--- config.mk ---
export PLATFORM = sky130hd
export DESIGN_NAME = recip_freq_counter
export DESIGN_NICKNAME = d
export VERILOG_FILES = /design/src/rtl/rfc_pkg.sv /design/src/rtl/rfc_edge_sync.sv /design/src/rtl/rfc_ctrl.sv /design/src/rtl/rfc_datapath.sv /design/src/rtl/recip_freq_counter.sv
export SDC_FILE = /design/constraint.sdc
export NUM_CORES = 1
export LEC_CHECK = 0
export ABC_CLOCK_PERIOD_IN_PS = 6680
export BUFFER_PORTS_ARGS = -buffer_cell sky130_fd_sc_hd__buf_2
export CORE_ASPECT_RATIO = 1.4
export CORE_UTILIZATION = 60
export DETAILED_ROUTE_END_ITERATION = 7
export GPL_ROUTABILITY_DRIVEN = 0
export PLACE_DENSITY = 0.85
export SETUP_SLACK_MARGIN = 0.05
export SLEW_MARGIN = 10
export SYNTH_ARGS = -nofsm -noshare
export SYNTH_HDL_FRONTEND = slang
export SYNTH_HIERARCHICAL = 1
export SYNTH_SLANG_ARGS = --single-unit
--- constraint.sdc ---
create_clock -name clk -period 6.68 [get_ports clk]
set_input_delay 0.334 -clock clk [delete_from_list [all_inputs] [get_ports clk]]
set_output_delay 0.334 -clock clk [all_outputs]
set_load 0.02 [all_outputs]
--- src/rtl/rfc_pkg.sv ---
package rfc_pkg;

  // Measurement phases of the control unit
  typedef enum logic [1:0] {
    PH_SEEK  = 2'd0,  // nominal window open, waiting for the opening edge
    PH_COUNT = 2'd1,  // interval open, nominal window still running
    PH_CLOSE = 2'd2   // nominal window over, waiting for the closing edge
  } phase_e;

  // Strobes from control to datapath
  typedef struct packed {
    logic openWin;    // restart nominal window and timeout
    logic startMeas;  // clear N and m at the opening edge
    logic countOn;    // interval open: advance m, count edges into N
    logic armStop;    // restart timeout for the closing-edge wait
    logic capOk;      // capture a normal result
    logic capNoSig;   // capture a no-signal result
  } strobes_t;

endpackage

--- src/rtl/rfc_edge_sync.sv ---
module rfc_edge_sync #(
  parameter int STAGES = 2
) (
  input  logic clk,
  input  logic rstN,
  input  logic asyncIn,
  output logic riseSeen
);

  localparam int CHAIN = STAGES + 1;

  logic [CHAIN-1:0] chain;

  generate
    for (genvar i = 0; i < CHAIN; i++) begin : g_stage
      if (i == 0) begin : g_first
        always_ff @(posedge clk or negedge rstN) begin
          if (!rstN) chain[0] <= 1'b0;
          else       chain[0] <= asyncIn;
        end
      end else begin : g_next
        always_ff @(posedge clk or negedge rstN) begin
          if (!rstN) chain[i] <= 1'b0;
          else       chain[i] <= chain[i-1];
        end
      end
    end
  endgenerate

  assign riseSeen = chain[STAGES-1] & ~chain[STAGES];

endmodule

--- src/rtl/rfc_ctrl.sv ---
module rfc_ctrl
  import rfc_pkg::*;
(
  input  logic     clk,
  input  logic     rstN,
  input  logic     rise,
  input  logic     gateClosed,
  input  logic     timedOut,
  output strobes_t st
);

  phase_e phase, nextPhase;

  always_ff @(posedge clk or negedge rstN) begin
    if (!rstN) phase <= PH_SEEK;
    else       phase <= nextPhase;
  end

  always_comb begin
    st        = '0;
    nextPhase = phase;
    case (phase)
      PH_SEEK: begin
        if (rise) begin
          st.startMeas = 1'b1;
          nextPhase    = PH_COUNT;
        end else if (timedOut) begin
          st.capNoSig = 1'b1;
          st.openWin  = 1'b1;
        end
      end
      PH_COUNT: begin
        st.countOn = 1'b1;
        if (gateClosed) begin
          st.armStop = 1'b1;
          nextPhase  = PH_CLOSE;
        end
      end
      PH_CLOSE: begin
        st.countOn = 1'b1;
        if (rise) begin
          st.capOk   = 1'b1;
          st.openWin = 1'b1;
          nextPhase  = PH_SEEK;
        end else if (timedOut) begin
          st.capNoSig = 1'b1;
          st.openWin  = 1'b1;
          nextPhase   = PH_SEEK;
        end
      end
      default: nextPhase = PH_SEEK;
    endcase
  end

  AST_START_ON_EDGE: assert property (@(posedge clk) disable iff (!rstN)
    $rose(phase == PH_COUNT) |-> $past(rise));

  AST_STOP_AFTER_GATE: assert property (@(posedge clk) disable iff (!rstN)
    $rose(phase == PH_CLOSE) |-> $past(gateClosed));

endmodule

--- src/rtl/rfc_datapath.sv ---
module rfc_datapath
  import rfc_pkg::*;
#(
  parameter int GW      = 16,
  parameter int NW      = 16,
  parameter int MW      = 32,
  parameter int TIMEOUT = 1000000
) (
  input  logic          clk,
  input  logic          rstN,
  input  strobes_t      st,
  input  logic          rise,
  input  logic [GW-1:0] gateLen,
  input  logic [NW-1:0] minCycles,
  output logic          gateClosed,
  output logic          timedOut,
  output logic          measValid,
  output logic [NW-1:0] cycCount,
  output logic [MW-1:0] refCount,
  output logic          lowConf,
  output logic          noSignal
);

  localparam int TW = $clog2(TIMEOUT + 1);
  localparam logic [TW-1:0] TO_LAST = TW'(TIMEOUT - 1);

  logic [GW-1:0] gateCnt;
  logic [TW-1:0] toCnt;
  logic [NW-1:0] nCnt, nNext;
  logic [MW-1:0] mCnt, mNext;

  assign gateClosed = (gateCnt >= gateLen);
  assign timedOut   = (toCnt == TO_LAST);
  assign nNext      = (rise && !(&nCnt)) ? nCnt + 1'b1 : nCnt;
  assign mNext      = (&mCnt) ? mCnt : mCnt + 1'b1;

  // Nominal window and timeout counters
  always_ff @(posedge clk or negedge rstN) begin
    if (!rstN) begin
      gateCnt <= '0;
      toCnt   <= '0;
    end else begin
      if (st.openWin)       gateCnt <= '0;
      else if (!(&gateCnt)) gateCnt <= gateCnt + 1'b1;
      if (st.openWin || st.armStop) toCnt <= '0;
      else if (!timedOut)           toCnt <= toCnt + 1'b1;
    end
  end

  // Interval counters
  always_ff @(posedge clk or negedge rstN) begin
    if (!rstN) begin
      nCnt <= '0;
      mCnt <= '0;
    end else if (st.startMeas) begin
      nCnt <= '0;
      mCnt <= '0;
    end else if (st.countOn) begin
      nCnt <= nNext;
      mCnt <= mNext;
    end
  end

  // Result registers
  always_ff @(posedge clk or negedge rstN) begin
    if (!rstN) begin
      measValid <= 1'b0;
      cycCount  <= '0;
      refCount  <= '0;
      lowConf   <= 1'b0;
      noSignal  <= 1'b0;
    end else begin
      measValid <= st.capOk | st.capNoSig;
      if (st.capOk) begin
        cycCount <= nNext;
        refCount <= mNext;
        lowConf  <= (nNext < minCycles);
        noSignal <= 1'b0;
      end else if (st.capNoSig) begin
        cycCount <= '0;
        refCount <= '0;
        lowConf  <= (minCycles != '0);
        noSignal <= 1'b1;
      end
    end
  end

  AST_NO_OVERFLOW: assert property (@(posedge clk) disable iff (!rstN)
    st.countOn |=> mCnt != '0);

  AST_N_WITHIN_M: assert property (@(posedge clk) disable iff (!rstN)
    (measValid && !noSignal) |-> (cycCount != '0 && MW'(cycCount) <= refCount));

  AST_VALID_PULSE: assert property (@(posedge clk) disable iff (!rstN)
    measValid |=> !measValid);

  AST_TIMEOUT_BOUND: assert property (@(posedge clk) disable iff (!rstN)
    toCnt <= TO_LAST);

  AST_NOSIG_ZERO: assert property (@(posedge clk) disable iff (!rstN)
    (measValid && noSignal) |-> (cycCount == '0 && refCount == '0));

endmodule

--- src/rtl/recip_freq_counter.sv ---
module recip_freq_counter
  import rfc_pkg::*;
#(
  parameter int GW          = 16,
  parameter int NW          = 16,
  parameter int MW          = 32,
  parameter int TIMEOUT     = 1000000,
  parameter int SYNC_STAGES = 2
) (
  input  logic          clk,
  input  logic          rstN,
  input  logic          sigIn,
  input  logic [GW-1:0] gateLen,
  input  logic [NW-1:0] minCycles,
  output logic          measValid,
  output logic [NW-1:0] cycCount,
  output logic [MW-1:0] refCount,
  output logic          lowConf,
  output logic          noSignal
);

  strobes_t st;
  logic rise, gateClosed, timedOut;

  rfc_edge_sync #(.STAGES(SYNC_STAGES)) u_sync (
    .clk      (clk),
    .rstN     (rstN),
    .asyncIn  (sigIn),
    .riseSeen (rise)
  );

  rfc_ctrl u_ctrl (
    .clk        (clk),
    .rstN       (rstN),
    .rise       (rise),
    .gateClosed (gateClosed),
    .timedOut   (timedOut),
    .st         (st)
  );

  rfc_datapath #(
    .GW(GW), .NW(NW), .MW(MW), .TIMEOUT(TIMEOUT)
  ) u_dp (
    .clk        (clk),
    .rstN       (rstN),
    .st         (st),
    .rise       (rise),
    .gateLen    (gateLen),
    .minCycles  (minCycles),
    .gateClosed (gateClosed),
    .timedOut   (timedOut),
    .measValid  (measValid),
    .cycCount   (cycCount),
    .refCount   (refCount),
    .lowConf    (lowConf),
    .noSignal   (noSignal)
  );

endmodule

Word-level counts from Yosys, hierarchy flattened
Index checks and enable logic that the tools add are counted.
Widths: inputs -> output; s select.

storage, ports and cells
  bits in registers = 140
  logic and storage cells = 77
  bits of input ports = 35

cells by class
  reductions and logical operators = 13
  add/subtract/negate cells = 4
  bitwise gates (word level) = 3
  equal/unequal tests = 8
  multiplexer cells = 34
  magnitude comparators = 2

operators by type and width
  cell                   number
  $mux 32                5
  $mux 16                7
  $mux 20                2
  $add 16x1->16 const B  2
  $add 32x1->32 const B  1
  $reduce_and 16->1      2
  $reduce_and 32->1      1
  $add 20x1->20 const B  1
  $eq 20x20->1 const B   1
  $ge 16x16->1           1
  $lt 16x16->1           1
  $reduce_bool 16->1     1
  $mux 1                 14
  $mux 2                 4
  $ne 2x1->1 const B     3
  $pmux 2 s3             1
  $reduce_bool 2->1      2
  $reduce_or 2->1        2
  $ne 3x2->1 const B     1
  $reduce_and 3->1       1
  $eq 2x1->1 const B     1
  $eq 2x2->1 const B     1
  $logic_not 2->1        1
  $ne 2x2->1 const B     1
  other kinds (7)        7

Logic depth before layout (Yosys ltp)
  depth after elaboration = 6
  mapped depth = 13
  mapped depth without buffers = 13

By module
Netlist, hierarchy kept.

by module, submodules not included
  module         cells an instance  area an instance (µm²)  seq. area each (µm²)  times used
  rfc_datapath   807                7638.6                  3378.2                1
  rfc_ctrl       25                 229.0                   50.0                  1
  rfc_edge_sync  4                  88.8                    75.1                  1

Worst setup path after synthesis
OpenSTA, ideal clock, no wires.

  path type = register to register
  start = register u_dp.nCnt[3]
  end = register u_dp.lowConf
  clock period less this slack = 2.703 ns
  cell stages (with the launch flop) = 11
  setup time = 0.101 ns
  data arrival time = 2.602 ns
  setup slack = 3.977 ns
  cells stage by stage = dfrtp_1 > clkbuf_1 > and3_1 > nand3_1 > or4b_2 > nor2_1 > xor2_1 > ha_1 > o21ai_0 > a21oi_1 > o32ai_1

between the ends
  cells in the longest elaborated chain, start to end = 6
  elaborated cells on any way between the ends = 7
  those cells by class = add/sub: 1; order compare: 1; mux: 2; reduce/logical: 3

ends and longest elaborated chain
  item                                                   RTL line            text
  start, declared                                        rfc_datapath.sv:29  logic [NW-1:0] nCnt, nNext;
  start signal, assigned                                 rfc_datapath.sv:59  nCnt <= nNext;
  branches (longest 3 deep; another with $add 16x1->16)  --
  $mux 16 (*)                                            rfc_datapath.sv:34  assign nNext = (rise && !(&nCnt)) ? nCnt + 1'b1 : nCnt;
  $lt 16x16->1 (*)                                       rfc_datapath.sv:77  lowConf <= (nNext < minCycles);
  $mux 1 (*)                                             rfc_datapath.sv:74  if (st.capOk) begin
  end signal, assigned                                   rfc_datapath.sv:77
  end signal, assigned                                   rfc_datapath.sv:82  lowConf <= (minCycles != '0);
  end, declared                                          rfc_datapath.sv:20  output logic lowConf,

Every way passes the cells marked *.
A chain may end at the register's enable or synchronous reset.

Worst setup path after layout
  start = register u_dp.mCnt[0]
  end = register u_dp.refCount[5]

between the ends
  cells in the longest elaborated chain, start to end = 3
  elaborated cells on any way between the ends = 4
  those cells by class = add/sub: 1; mux: 2; reduce/logical: 1

ends and longest elaborated chain
  item                                                RTL line            text
  start, declared                                     rfc_datapath.sv:30  logic [MW-1:0] mCnt, mNext;
  start signal, assigned                              rfc_datapath.sv:60  mCnt <= mNext;
  $add 32x1->32 or $reduce_and 32->1 (tied branches)  rfc_datapath.sv:35  assign mNext = (&mCnt) ? mCnt : mCnt + 1'b1;
  $mux 32 (*)                                         rfc_datapath.sv:35
  $mux 32 (*)                                         rfc_datapath.sv:74
  end signal, assigned                                rfc_datapath.sv:76  refCount <= mNext;
  end, declared                                       rfc_datapath.sv:19  output logic [MW-1:0] refCount,

Every way passes the cells marked *; elsewhere a longest branch is shown, timed or not.

==> flow_metrics.py <==
metrics = {
    "route": {
        "drtPass1Iterations": 5,
        "final_antenna_net_count": 0,
        "drc_errors": 0,
        "drtIter0Drc": 361,
        "postRouteWirelength_mm": 17.76,
        "vias": 6471,
        "post_drt_via_cell_ratio": 6.059,
        "post_drt_wl_per_cell_um": 16.63,
    },
    "critical_path": {
        "cp.arrival_ns": 3.33,
        "crit_type": "flop to flop",
        "cp.required_ns": 6.98,
        "worst_setup_path_start_kind": "flop",
        "cp_cell_sequence": "ha_1, nand3_1, or4_1, nor3_2, nor3_1, xor2_1, a22o_1",
        "critPathMaxFanout": 14,
        "slowest_delay_ns": 0.81,
        "endpoint_kind": "flop",
        "crit_slowest_cell": "nor3_2",
    },
    "placed_design": {
        "io_buffers": 85,
        "detailedPlacementHpwl_mm": 11.38,
    },
    "pwr": {
        "pint_w": 0.001915,
        "netSwitchingPower_w": 0.0008717,
        "pwr-share-comb": 0.229,
        "pwr_density_cell_mw_per_mm2": 304.8,
        "switch_share": 0.3128,
        "power_frac_seq": 0.379,
        "clock_share_of_power": 0.392,
        "p_leak_nw": 4.549,
        "vdd_drop_max_uv": 231.3,
    },
    "synth": {
        "synth_edf_count": 0,
        "syn_area_per_cell_um2": 9.517,
        "ys.warnings.count": 6,
        "asyncSetResetFlopFracSynth": 1.000,
        "syn-num-nets": 912,
        "netlist_instances": 836,
        "synthDistinctLibCells": 55,
        "ys_ff_latch": 140,
        "yosysSeqAreaShare": 0.4403,
        "ys.flop_type": "dfrtp_1",
        "synthesis.area_mm2": 0.007956,
    },
    "global_routing": {
        "grt_overflow": 0,
        "grt_first_pass_wirelength_mm": 29.95,
        "grt_antenna_before_repair": 0,
        "grtUsageTotal": 0.2714,
        "grt_pass1_vias": 6352,
        "grt_start_max_net_pins": 73,
    },
    "final_layout": {
        "mostFrequentLayoutCell": "dfrtp_1",
        "insertedDiodeCount": 0,
        "commonest_cells_after_routing_fill_and_taps_aside": "dfrtp_1 (140), nor2_1 (105), buf_2 (84)",
        "proportion_of_layout_cells_with_a_drive_suffix_above_1": 0.1574,
        "nNetsFinal": 978,
        "synth_to_layout_area_growth_pct": 14.92,
    },
    "timing": {
        "totalNegativeSetupSlack_ns": 0,
        "max_slew_headroom": 0.2034,
        "actual_slew_at_the_worst_max_slew_pin_ns": 1.192,
        "maxClockFrequency_ghz": 0.3297,
        "fin_skew_ns": 0.009723,
        "drv_slew": 0,
        "final.hold.worst_slack_ns": 0.03236,
        "post-route-min-period_ns": 3.033,
        "grt_setup_unrepaired": "false",
        "timing_hold_violations_final": 0,
        "final_min_period_over_clock_period": 0.4540,
        "finalSetupViolations": 0,
    },
    "die": {
        "floorplan.io_pins": 86,
        "die_ar_mm2": 0.01373,
        "die_x_um": 99.33,
        "coreArea_mm2": 0.01287,
        "placementRows": 49,
        "dieHeight_um": 138.3,
        "starting_density_of_the_core": 0.6180,
    },
    "clocking": {
        "clk_latency_ns": 0.42,
        "cts_root_buf": "clkbuf_16",
        "worst_setup_hold_path_clk_slew_ns": 0.06,
        "number_of_buffers_added_by_the_clock_tree_synthesis_step": 17,
        "cts.repair_timing.setup_buffer_count": 0,
        "tritoncts": "done",
        "clockBufferDepth": 2,
        "htree_num_levels": 4,
        "clkSinkCount": 140,
    },
    "hold_path": {
        "min_path_type": "primary input to flop",
    },
    "flow_run": {
        "maxCapViolCount": 0,
    },
    "status": {
        "status": "finished clean",
    },
}
[power groups by stage]
stage	logic, W	clock network, W	registers [W]
after floorplan	0.000438	0	0.00106
after global placement	0.000604	0	0.00106
after detailed placement	0.000623	0	0.00107
after CTS	0.000635	0.00110	0.00106
after global routing	0.000717	0.00113	0.00107
final	0.000638	0.00109	0.00106
[Yosys cell counts (all sizes together) (5+ instances only)]
| cell | count | share of area |
|---|---|---|
| dfrtp | 140 | 0.44 |
| nor2 | 106 | 0.050 |
| xor2 | 65 | 0.072 |
| nand2 | 57 | 0.027 |
| xnor2 | 50 | 0.055 |
| nand3 | 49 | 0.031 |
| a22o | 48 | 0.053 |
| inv | 43 | 0.020 |
| ha | 41 | 0.064 |
| clkbuf | 39 | 0.018 |
| nand4 | 28 | 0.024 |
| nor3 | 24 | 0.016 |
| a21oi | 19 | 0.012 |
| o21ai | 19 | 0.012 |
| and3 | 17 | 0.013 |
| or3 | 13 | 0.010 |
| nor4 | 12 | 0.012 |
| buf | 6 | 0.0052 |
| and4 | 5 | 0.0055 |
| or4 | 5 | 0.0057 |
[per-layer routing]
| metal | track usage | part of all wire | vias to the layer above |
|---|---|---|---|
| met1 | 0.3321 | 0.41 | 3200 |
| met2 | 0.4686 | 0.52 | 207 |
| met3 | 0.05359 | 0.050 | 24 |
| met4 | 0.1060 | 0.017 | 0 |
| met5 | 0 | 0 | - |
| li1 | - | - | 3040 |
[per-stage QoR]
stage	util	setup WS, ns	total power (W)	cells	area [µm²]
floorplan	-	3.977	0.001501	836	7956
global placement	0.6563	3.767	0.001664	1035	8449
detailed placement	0.6563	3.661	0.001689	1035	8449
CTS	0.7102	3.648	0.002791	1068	9144
global route	0.7102	3.373	0.002923	1068	9144
finish	0.7102	3.647	0.002787	1068	9144
[layout make-up]
class | count | area [µm²]
multi-input cells | 608 | 4116
repair buffers | 92 | 486.7
well taps | 153 | 191.4
clock buffers | 22 | 474.2
flip-flops and latches | 140 | 3503
fillers | 951 | 3731
inverters | 43 | 161.4
clock inverters | 10 | 210.2
[kinds of logic (layout without fill, tap and decap cells)]
family / after synthesis / in the layout / share of synthesized area
AND/OR/NAND/NOR: 335 / 335 / 0.2129
flip-flops: 140 / 140 / 0.4403
XOR/XNOR: 115 / 115 / 0.1266
AO/OA/AOI/OAI: 110 / 110 / 0.1025
buffers and inverters: 88 / 167 / 0.04387
adder cells (fa/ha/maj): 41 / 41 / 0.06448
multiplexers: 7 / 7 / 0.009278
[what timing repair did]
item,4_1_cts,5_1_grt
hold endpoints to repair,68,0
hold buffers,1,0
endpoints found under the setup margin,0,0
gates resized for setup,0,0
[worst max-delay path, delay by kind of cell, from the launching register on]
kind | cells | cell delay (ns)
fa+ha+maj | 1 | 0.26
simple gates | 4 | 1.82
flops | 1 | 0.43
compound gates | 1 | 0.20
xor+xnor | 1 | 0.20
[sequential cells by signal, indices dropped and copies added, names as in the netlist]
register        count
u_dp/mCnt          32
u_dp/refCount      32
u_dp/toCnt         20
u_dp/cycCount      16
u_dp/gateCnt       16
u_dp/nCnt          16
u_sync/chain        3
u_ctrl/phase        2
u_dp/lowConf        1
u_dp/measValid      1
u_dp/noSignal       1
[final timing paths]
check                                start          endpoint  slack [ns]  depth (start not counted)
setup / recovery              u_dp/mCnt[0]  u_dp/refCount[5]        3.65                          7
hold / removal                       sigIn   u_sync/chain[0]        0.03                          1
setup reg to reg              u_dp/mCnt[0]  u_dp/refCount[5]        3.65                          7
hold reg to reg            u_sync/chain[0]   u_sync/chain[1]        0.36                          0
max in group asynchronous             rstN     u_dp/nCnt[10]        4.85                          3
min in group asynchronous             rstN    u_dp/toCnt[15]        0.48                          2
(Power assumes the default switching activity.)
